==> config.mk <==
export PLATFORM = sky130hd
export DESIGN_NAME = cache_tuner
export DESIGN_NICKNAME = d
export VERILOG_FILES = /design/src/rtl/tuner_pkg.sv /design/src/rtl/tuner_step.sv /design/src/rtl/tuner_cost.sv /design/src/rtl/cache_tuner.sv
export SDC_FILE = /design/constraint.sdc
export NUM_CORES = 1
export LEC_CHECK = 0
export CORE_UTILIZATION = 54
export DETAILED_ROUTE_END_ITERATION = 12
export PLACE_DENSITY = 0.75
export SYNTH_ARGS = -nofsm -noshare
export SYNTH_HDL_FRONTEND = slang
export SYNTH_SLANG_ARGS = --single-unit
==> constraint.sdc <==
create_clock -name clk -period 14.6 [get_ports clk]
set_input_delay 2.92 -clock clk [delete_from_list [all_inputs] [get_ports clk]]
set_output_delay 2.92 -clock clk [all_outputs]
set_load 0.03 [all_outputs]
==> src/rtl/tuner_pkg.sv <==
package tuner_pkg;
  localparam int CFG_W    = 6;
  localparam int LAST_IDX = 2;

  typedef enum logic [1:0] {PH_SIZE = 2'd0, PH_LINE = 2'd1, PH_WAYS = 2'd2} phase_e;

  typedef enum logic [2:0] {
    ST_IDLE, ST_APPLY, ST_WARM, ST_MEAS, ST_STEP, ST_DONE
  } state_e;

  typedef struct packed {
    logic [1:0] ways;
    logic [1:0] line;
    logic [1:0] size;
  } cfg_t;

  // a way occupies at least one 2 KB bank
  function automatic logic cfg_ok(cfg_t c);
    return (c.ways <= c.size) && (c.size <= 2'd2) && (c.line <= 2'd2);
  endfunction
endpackage

==> src/rtl/tuner_step.sv <==
module tuner_step
  import tuner_pkg::*;
(
  input  phase_e     phase_i,
  input  logic [1:0] idx_i,
  input  cfg_t       best_i,
  output phase_e     phase_o,
  output logic [1:0] idx_o,
  output cfg_t       cfg_o,
  output logic       measure_o,
  output logic       last_o
);
  always_comb begin
    last_o  = (phase_i == PH_WAYS) && (idx_i == 2'(LAST_IDX));
    phase_o = phase_i;
    idx_o   = idx_i + 2'd1;
    if (idx_i == 2'(LAST_IDX)) begin
      idx_o   = 2'd0;
      phase_o = (phase_i == PH_SIZE) ? PH_LINE : PH_WAYS;
    end
    cfg_o = best_i;
    case (phase_o)
      PH_SIZE: cfg_o.size = idx_o;
      PH_LINE: cfg_o.line = idx_o;
      default: cfg_o.ways = idx_o;
    endcase
    // index 0 of later passes was already scored in the previous pass
    measure_o = !last_o && cfg_ok(cfg_o) && ((phase_o == PH_SIZE) || (idx_o != 2'd0));
  end
endmodule

==> src/rtl/tuner_cost.sv <==
module tuner_cost #(
  parameter int CNT_W = 16,
  parameter int WT_W  = 8
) (
  input  logic [CNT_W-1:0]      hit_i,
  input  logic [CNT_W-1:0]      miss_i,
  input  logic [WT_W-1:0]       hit_wt_i,
  input  logic [WT_W-1:0]       miss_wt_i,
  input  logic [CNT_W-1:0]      warmup_i,
  input  logic [CNT_W-1:0]      window_i,
  output logic [CNT_W+WT_W:0]   cost_o,
  output logic                  warm_done_o,
  output logic                  win_done_o
);
  localparam int COST_W = CNT_W + WT_W + 1;
  localparam int SUM_W  = CNT_W + 1;

  logic [SUM_W-1:0]  sum;
  logic [COST_W-1:0] hit_part, miss_part;

  always_comb begin
    sum         = SUM_W'(hit_i) + SUM_W'(miss_i);
    warm_done_o = sum >= SUM_W'(warmup_i);
    win_done_o  = sum >= SUM_W'(window_i);
    hit_part    = COST_W'(hit_i) * COST_W'(hit_wt_i);
    miss_part   = COST_W'(miss_i) * COST_W'(miss_wt_i);
    cost_o      = hit_part + miss_part;
  end
endmodule

==> src/rtl/cache_tuner.sv <==
module cache_tuner
  import tuner_pkg::*;
#(
  parameter int CNT_W = 16,
  parameter int WT_W  = 8
) (
  input  logic                   clk,
  input  logic                   rst_n,
  input  logic                   start_i,
  input  logic [CNT_W-1:0]       window_i,
  input  logic [CNT_W-1:0]       warmup_i,
  input  logic [WT_W-1:0]        hit_wt_i,
  input  logic [WT_W-1:0]        miss_wt_i,
  input  logic [CNT_W-1:0]       hit_cnt_i,
  input  logic [CNT_W-1:0]       miss_cnt_i,
  output logic [CFG_W-1:0]       cfg_o,
  output logic                   cnt_clr_o,
  output logic                   busy_o,
  output logic                   done_o,
  output logic [CFG_W-1:0]       result_o,
  output logic [CNT_W+WT_W:0]    cost_o
);
  localparam int COST_W = CNT_W + WT_W + 1;

  state_e            state_q, state_d;
  phase_e            phase_q, phase_d;
  logic [1:0]        idx_q, idx_d;
  cfg_t              cand_q, cand_d, best_q, best_d, res_q, res_d;
  logic [COST_W-1:0] best_cost_q, best_cost_d, cost_q, cost_d;
  logic              have_q, have_d;

  phase_e            nx_phase;
  logic [1:0]        nx_idx;
  cfg_t              nx_cfg;
  logic              nx_measure, nx_last;
  logic [COST_W-1:0] cand_cost;
  logic              warm_done, win_done;
  logic              clr;

  tuner_step u_step (
    .phase_i  (phase_q),
    .idx_i    (idx_q),
    .best_i   (best_q),
    .phase_o  (nx_phase),
    .idx_o    (nx_idx),
    .cfg_o    (nx_cfg),
    .measure_o(nx_measure),
    .last_o   (nx_last)
  );

  tuner_cost #(.CNT_W(CNT_W), .WT_W(WT_W)) u_cost (
    .hit_i      (hit_cnt_i),
    .miss_i     (miss_cnt_i),
    .hit_wt_i   (hit_wt_i),
    .miss_wt_i  (miss_wt_i),
    .warmup_i   (warmup_i),
    .window_i   (window_i),
    .cost_o     (cand_cost),
    .warm_done_o(warm_done),
    .win_done_o (win_done)
  );

  always_comb begin
    state_d     = state_q;
    phase_d     = phase_q;
    idx_d       = idx_q;
    cand_d      = cand_q;
    best_d      = best_q;
    best_cost_d = best_cost_q;
    have_d      = have_q;
    res_d       = res_q;
    cost_d      = cost_q;
    clr         = 1'b0;
    case (state_q)
      ST_IDLE: if (start_i) begin
        phase_d = PH_SIZE;
        idx_d   = 2'd0;
        cand_d  = '0;
        have_d  = 1'b0;
        state_d = ST_APPLY;
      end
      ST_APPLY: begin
        clr     = 1'b1;
        state_d = ST_WARM;
      end
      ST_WARM: if (warm_done) begin
        clr     = 1'b1;
        state_d = ST_MEAS;
      end
      ST_MEAS: if (win_done) begin
        if (!have_q || (cand_cost < best_cost_q)) begin
          best_cost_d = cand_cost;
          best_d      = cand_q;
          have_d      = 1'b1;
        end
        state_d = ST_STEP;
      end
      ST_STEP: begin
        if (nx_last) begin
          cand_d  = best_q;
          res_d   = best_q;
          cost_d  = best_cost_q;
          state_d = ST_DONE;
        end else begin
          phase_d = nx_phase;
          idx_d   = nx_idx;
          if (nx_measure) begin
            cand_d  = nx_cfg;
            state_d = ST_APPLY;
          end
        end
      end
      ST_DONE: state_d = ST_IDLE;
      default: state_d = ST_IDLE;
    endcase
  end

  always_ff @(posedge clk or negedge rst_n) begin
    if (!rst_n) begin
      state_q     <= ST_IDLE;
      phase_q     <= PH_SIZE;
      idx_q       <= '0;
      cand_q      <= '0;
      best_q      <= '0;
      best_cost_q <= '0;
      have_q      <= 1'b0;
      res_q       <= '0;
      cost_q      <= '0;
    end else begin
      state_q     <= state_d;
      phase_q     <= phase_d;
      idx_q       <= idx_d;
      cand_q      <= cand_d;
      best_q      <= best_d;
      best_cost_q <= best_cost_d;
      have_q      <= have_d;
      res_q       <= res_d;
      cost_q      <= cost_d;
    end
  end

  assign cfg_o     = cand_q;
  assign cnt_clr_o = clr;
  assign busy_o    = (state_q != ST_IDLE);
  assign done_o    = (state_q == ST_DONE);
  assign result_o  = res_q;
  assign cost_o    = cost_q;
endmodule

# Word level (Yosys, flattened, before mapping)
# Index checks and enable logic that the tools add are counted.
dict set report word_totals {
  ff_bits 76
  input_bits 83
  word_cells 90
}
dict set report classes {
  add_sub_neg 3
  mul 2
  order_cmp 6
  eq_ne 14
  n_mux 27
  reduce_logical 23
}
# op count
set op_table {}
lappend op_table {{16-bit by 8-bit multiplier with 24-bit output} 2}
lappend op_table {{17-bit by 16-bit greater-or-equal comparator with 1-bit output} 2}
lappend op_table {{24-bit by 24-bit adder with 25-bit output} 1}
lappend op_table {{25-bit less-than comparator} 1}
lappend op_table {{2-bit 2-to-1 mux} 9}
lappend op_table {{6-bit 2-to-1 mux} 3}
lappend op_table {{16-bit by 16-bit adder with 17-bit output} 1}
lappend op_table {{3-bit 2-to-1 mux} 5}
lappend op_table {{3-bit case mux with 5 select lines} 1}
lappend op_table {{6-bit case mux with 2 select lines} 1}
lappend op_table {{3-bit AND reduction} 3}
lappend op_table {{2-bit case mux with 2 select lines} 2}
lappend op_table {{4-bit AND reduction} 2}
lappend op_table {{3-bit by 2-bit == test with 1-bit output, second input constant} 2}
lappend op_table {{3-bit == test, second input constant} 2}
lappend op_table {{2-bit inequality test, second input constant} 3}
lappend op_table {{2-bit nonzero test} 3}
lappend op_table {{1-bit logical AND} 5}
lappend op_table {{2-bit == test, second input constant} 2}
lappend op_table {{2-bit less-or-equal comparator, second input constant} 2}
lappend op_table {{2-bit zero test} 2}
lappend op_table {{1-bit 2-to-1 mux} 4}
lappend op_table {{2-bit by 1-bit inequality test with 1-bit output, second input constant} 2}
lappend op_table {{1-bit case mux with 2 select lines} 2}
lappend op_table {{other kinds (11)} 13}

# Longest topological paths before layout
dict set report depth {
  depth_word 14
  depth_mapped 31
  mapped_depth_nobuf 29
}

# Hierarchy
# A second synthesis with hierarchy kept.
dict set report unflattened {
  hier_cells 1577
  hier_area_um2 14233.7
}
# mod instances cells_each area_each_um2 seq_area_each_um2
set modules_own_cells {}
lappend modules_own_cells {tuner_cost 1 1106 9515.4 0.0}
lappend modules_own_cells {cache_tuner 1 424 4429.2 1901.8}
lappend modules_own_cells {tuner_step 1 47 289.0 0.0}

# Worst setup path before layout
# Ideal clock, no wire load.
dict set report synth_path {
  path_kind {input-to-reg}
  from {in hit_wt_i[1]}
  to {reg best_cost_q[10]}
  setup_time_ps 125
  arrival_time_ps 9882
  t_required_ps 14475
  setup_slack_ps 4593
  stages 29
  path_buffers 2
  cell_sequence {clkbuf_1 > nand2_1 > fa_1 > fa_1 > fa_1 > inv_1 > fa_1 > fa_1 > inv_1 > fa_1 > inv_1 > ha_1 > o21ai_0 > or2b_2 > o211a_1 > o311a_1 > or2_1 > a21oi_2 > xnor2_1 > ha_1 > nand2_1 > nor2_1 > a211oi_1 > o21ai_0 > a31oi_1 > nor4_1 > nor4_4 > buf_6 > mux2_2}
}
dict set report synth_between {
  elab_chain_cells 5
}
# element line
set synth_rtl {}
lappend synth_rtl {{start: declaration} cache_tuner.sv:12} ;# input logic [WT_W-1:0] hit_wt_i,
lappend synth_rtl {{16-bit by 8-bit multiplier with 24-bit output} tuner_cost.sv:25} ;# hit_part = COST_W'(hit_i) * COST_W'(hit_wt_i);
lappend synth_rtl {{24-bit by 24-bit adder with 25-bit output} tuner_cost.sv:27} ;# cost_o = hit_part + miss_part;
lappend synth_rtl {{via cand_cost[16]} cache_tuner.sv:36} ;# logic [COST_W-1:0] cand_cost;
lappend synth_rtl {{25-bit less-than comparator} cache_tuner.sv:91} ;# if (!have_q || (cand_cost < best_cost_q)) begin
lappend synth_rtl {{1-bit logical OR} cache_tuner.sv:91}
lappend synth_rtl {{3-bit AND reduction (no source line)} --}
lappend synth_rtl {{end signal: assignment} cache_tuner.sv:135} ;# best_cost_q <= best_cost_d;
lappend synth_rtl {{end: declaration} cache_tuner.sv:29} ;# logic [COST_W-1:0] best_cost_q, best_cost_d, cost_q, cost_d;
# The timed path passes the listed nets, and every way through them passes these cells.
# A chain may end at the register's enable or synchronous reset.

# Worst setup path after layout
dict set report layout_path {
  from {in hit_wt_i[1]}
  to {reg best_cost_q[4]}
}
# The elaborated chain is that of the path after synthesis.

==> flow_summary.toml <==
[floorplan]
core_um2 = 23750
rows = 56
io_pins = 123
die_w_um = 158.4
start_util = 0.5558
die_y_um = 158.4
die_area_um2 = 25080

[clock_network]
cts_sinks = 76
cts_resized = 0
cts_tree = "yes"
clk_pin_slew_worst_paths_ns = 0.06
clock_path_buffers = 2
post_cts_buffers = 0
postCtsHoldBufs = 0
clk-insertion-delay-late_ns = 0.34
cts_buffers = 9
cts-root-buf = "clkbuf_16"
h-tree-depth = 3

[sta]
fin_crit_ns = 11.79
drv_slew = 0
setup_ws_ns = 2.806
worst_pin_slew_ns = 0.9795
tns_ns = 0
finalHoldViolCount = 0
fmax_mhz = 84.79
clock_skew_ns = 0.006837
holdWs_ns = 0.4774
post-route-period-util = 0.8078
rsz0062_at_grt = "false"
setup_viol = 0
slew_headroom = 0.3462

[yosys]
synthFlopType = "dfrtp_1"
synth_top_area_frac = 0.3185
synth_enable_flop_cells = 0
synthesis.nets = 1880
synthArstFlopShare = 1.000
avgSynthCellArea_um2 = 9.168
synth_warnings = 0
ys_seq_area_frac = 0.1441
post-synth-top-area-cell = "fa_1"
synthCells = 1440
yosysUniqueCellTypes = 63
synthTopCellsByArea = "fa_1 32%, dfrtp_1 14%, ha_1 14%"
netlist_area_um2 = 13200
ys_seq_elements = 76

[finish]
fin_util = 0.6306
drive_above_1_share = 0.04534
syn2layout_area_growth_pct = 13.47
fin_nets = 1979
num_antenna_cells = 0

[global_route]
antenna_found_initial = 0
grt_pass1_vias = 10349
grt_pass1_wl_mm = 49.76
grt_max_degree = 77
grtUsageTotal = 0.2556
overflow = 0

[worst_setup_path]
crit_type = "in -> reg"
critPathRequiredTime_ns = 14.82
cp.arrival_ns = 12.02
cp_max_fo = 18
cp_top_family = "adder cells"
cp.buffers_inverters = 5
crit_top_cell = "fa_1"
cp_slowest_stage_delay_ns = 0.87
endpoint_kind = "flip-flop"
cp-start-kind = "input port"
critical_path.slowest_cell = "clkdlybuf4s50_1"

[drt]
wl_per_cell_um = 16.06
wl_mm = 29.93
vias = 10066
dr.first_iter.drc_count = 486
vias_per_cell = 5.403
drc = 0
dr.pass1.iters = 4
ant_nets = 0

[min_path]
min_path_type = "reg -> reg"

[place]
post-dp-hpwl_mm = 24.96
post-place-ws_ns = 2.569
routabilityCongestion = 0.8649
portBuffers = 122

[flow_run]
cap_viol_max_count = 0

[status]
run_status = "finished, final reports clean"
## sequential cells by signal, indices dropped and copies added (netlist names)
register     cells
best_cost_q     25
cost_o          25
best_q           6
cfg_o            6
result_o         6
state_q          3
idx_q            2
phase_q          2
have_q           1
## kinds of logic (layout without fill, tap and decap cells)
logic type,after synthesis,after routing,share of synthesized area
and+or+nand+nor,407,407,0.1506
adders and majority gates,357,357,0.4578
buffers and inverters,340,444,0.09847
AOI/OAI and AO/OA,181,181,0.08833
DFF,76,76,0.1441
muxes,43,43,0.03687
xor gates and xnor gates,36,36,0.02388
## per-stage QoR
| step | instance area, um^2 | instances |
|---|---|---|
| global route | 14980 | 1863 |
| CTS | 14980 | 1863 |
| floorplan | 13200 | 1440 |
| global placement | 14680 | 1847 |
| detailed placement | 14680 | 1847 |
| finish | 14980 | 1863 |
## area by class of cell
type,instances,area [um^2]
Clock buffer,10,239.0
Timing Repair Buffer,123,1226
Sequential cell,76,1902
Tap cell,319,399.1
Fill cell,2059,8773
Clock inverter,6,63.81
Inverter,305,1145
Multi-Input combinational cell,1024,10000
## cells in the final DEF (no fill, tap or decap), types with 3 or more instances in the layout
cell,Yosys,routed
a2111oi_0,4,4
a211oi_1,12,12
a21o_1,20,20
a21oi_1,44,44
a221oi_1,3,3
a31oi_1,5,5
and2_1,119,119
and3_1,3,3
clkbuf_16,0,9
clkdlybuf4s50_1,0,121
dfrtp_1,76,76
fa_1,210,210
ha_1,147,147
inv_1,305,305
mux2_2,39,39
nand2_1,193,193
nand2b_1,6,6
nand3_1,14,13
nand4_1,10,10
nor2_1,34,34
nor2b_1,6,6
nor3_1,4,4
nor3b_1,3,3
o211ai_1,3,3
o21a_1,5,5
o21ai_0,53,53
o21bai_1,7,7
o31ai_1,4,4
or3_1,3,3
xnor2_1,28,28
xor2_1,8,8
## worst min-delay path: stages (launching register included)
cell and delay, ns:
dfrtp_1 0.34, nand2_1 0.05, o21ai_0 0.06
## path summary, 6_finish.rpt
check | startpoint | endpoint | slack [ns] | cells after the start
setup / recovery | hit_wt_i[1] | best_cost_q[4] | 2.81 | 29
hold / removal | cost_o[6] | cost_o[6] | 0.48 | 2
setup reg to reg | best_cost_q[9] | best_cost_q[4] | 11.08 | 10
hold reg to reg | cost_o[6] | cost_o[6] | 0.48 | 2
max in group asynchronous | rst_n | best_cost_q[7] | 11.24 | 1
min in group asynchronous | rst_n | cfg_o[2] | 2.71 | 1
## cells in the mapped netlist, types with 28 or more instances
| master | number |
|---|---|
| a21oi_1 | 44 |
| and2_1 | 119 |
| clkbuf_1 | 31 |
| dfrtp_1 | 76 |
| fa_1 | 210 |
| ha_1 | 147 |
| inv_1 | 305 |
| mux2_2 | 39 |
| nand2_1 | 193 |
| nor2_1 | 34 |
| o21ai_0 | 53 |
| xnor2_1 | 28 |
## metal layers
layer  global-route usage  vias up  wire length [um]
li1                     -     4712                 -
met1               0.3313     5041             12700
met2               0.4478      258             15140
met3              0.02776       55              1231
met4              0.08104        0               850
met5                    0        -                 0
Power is not shown: default switching activity piles up to over one toggle a cycle in this logic, so the estimate is an artifact.
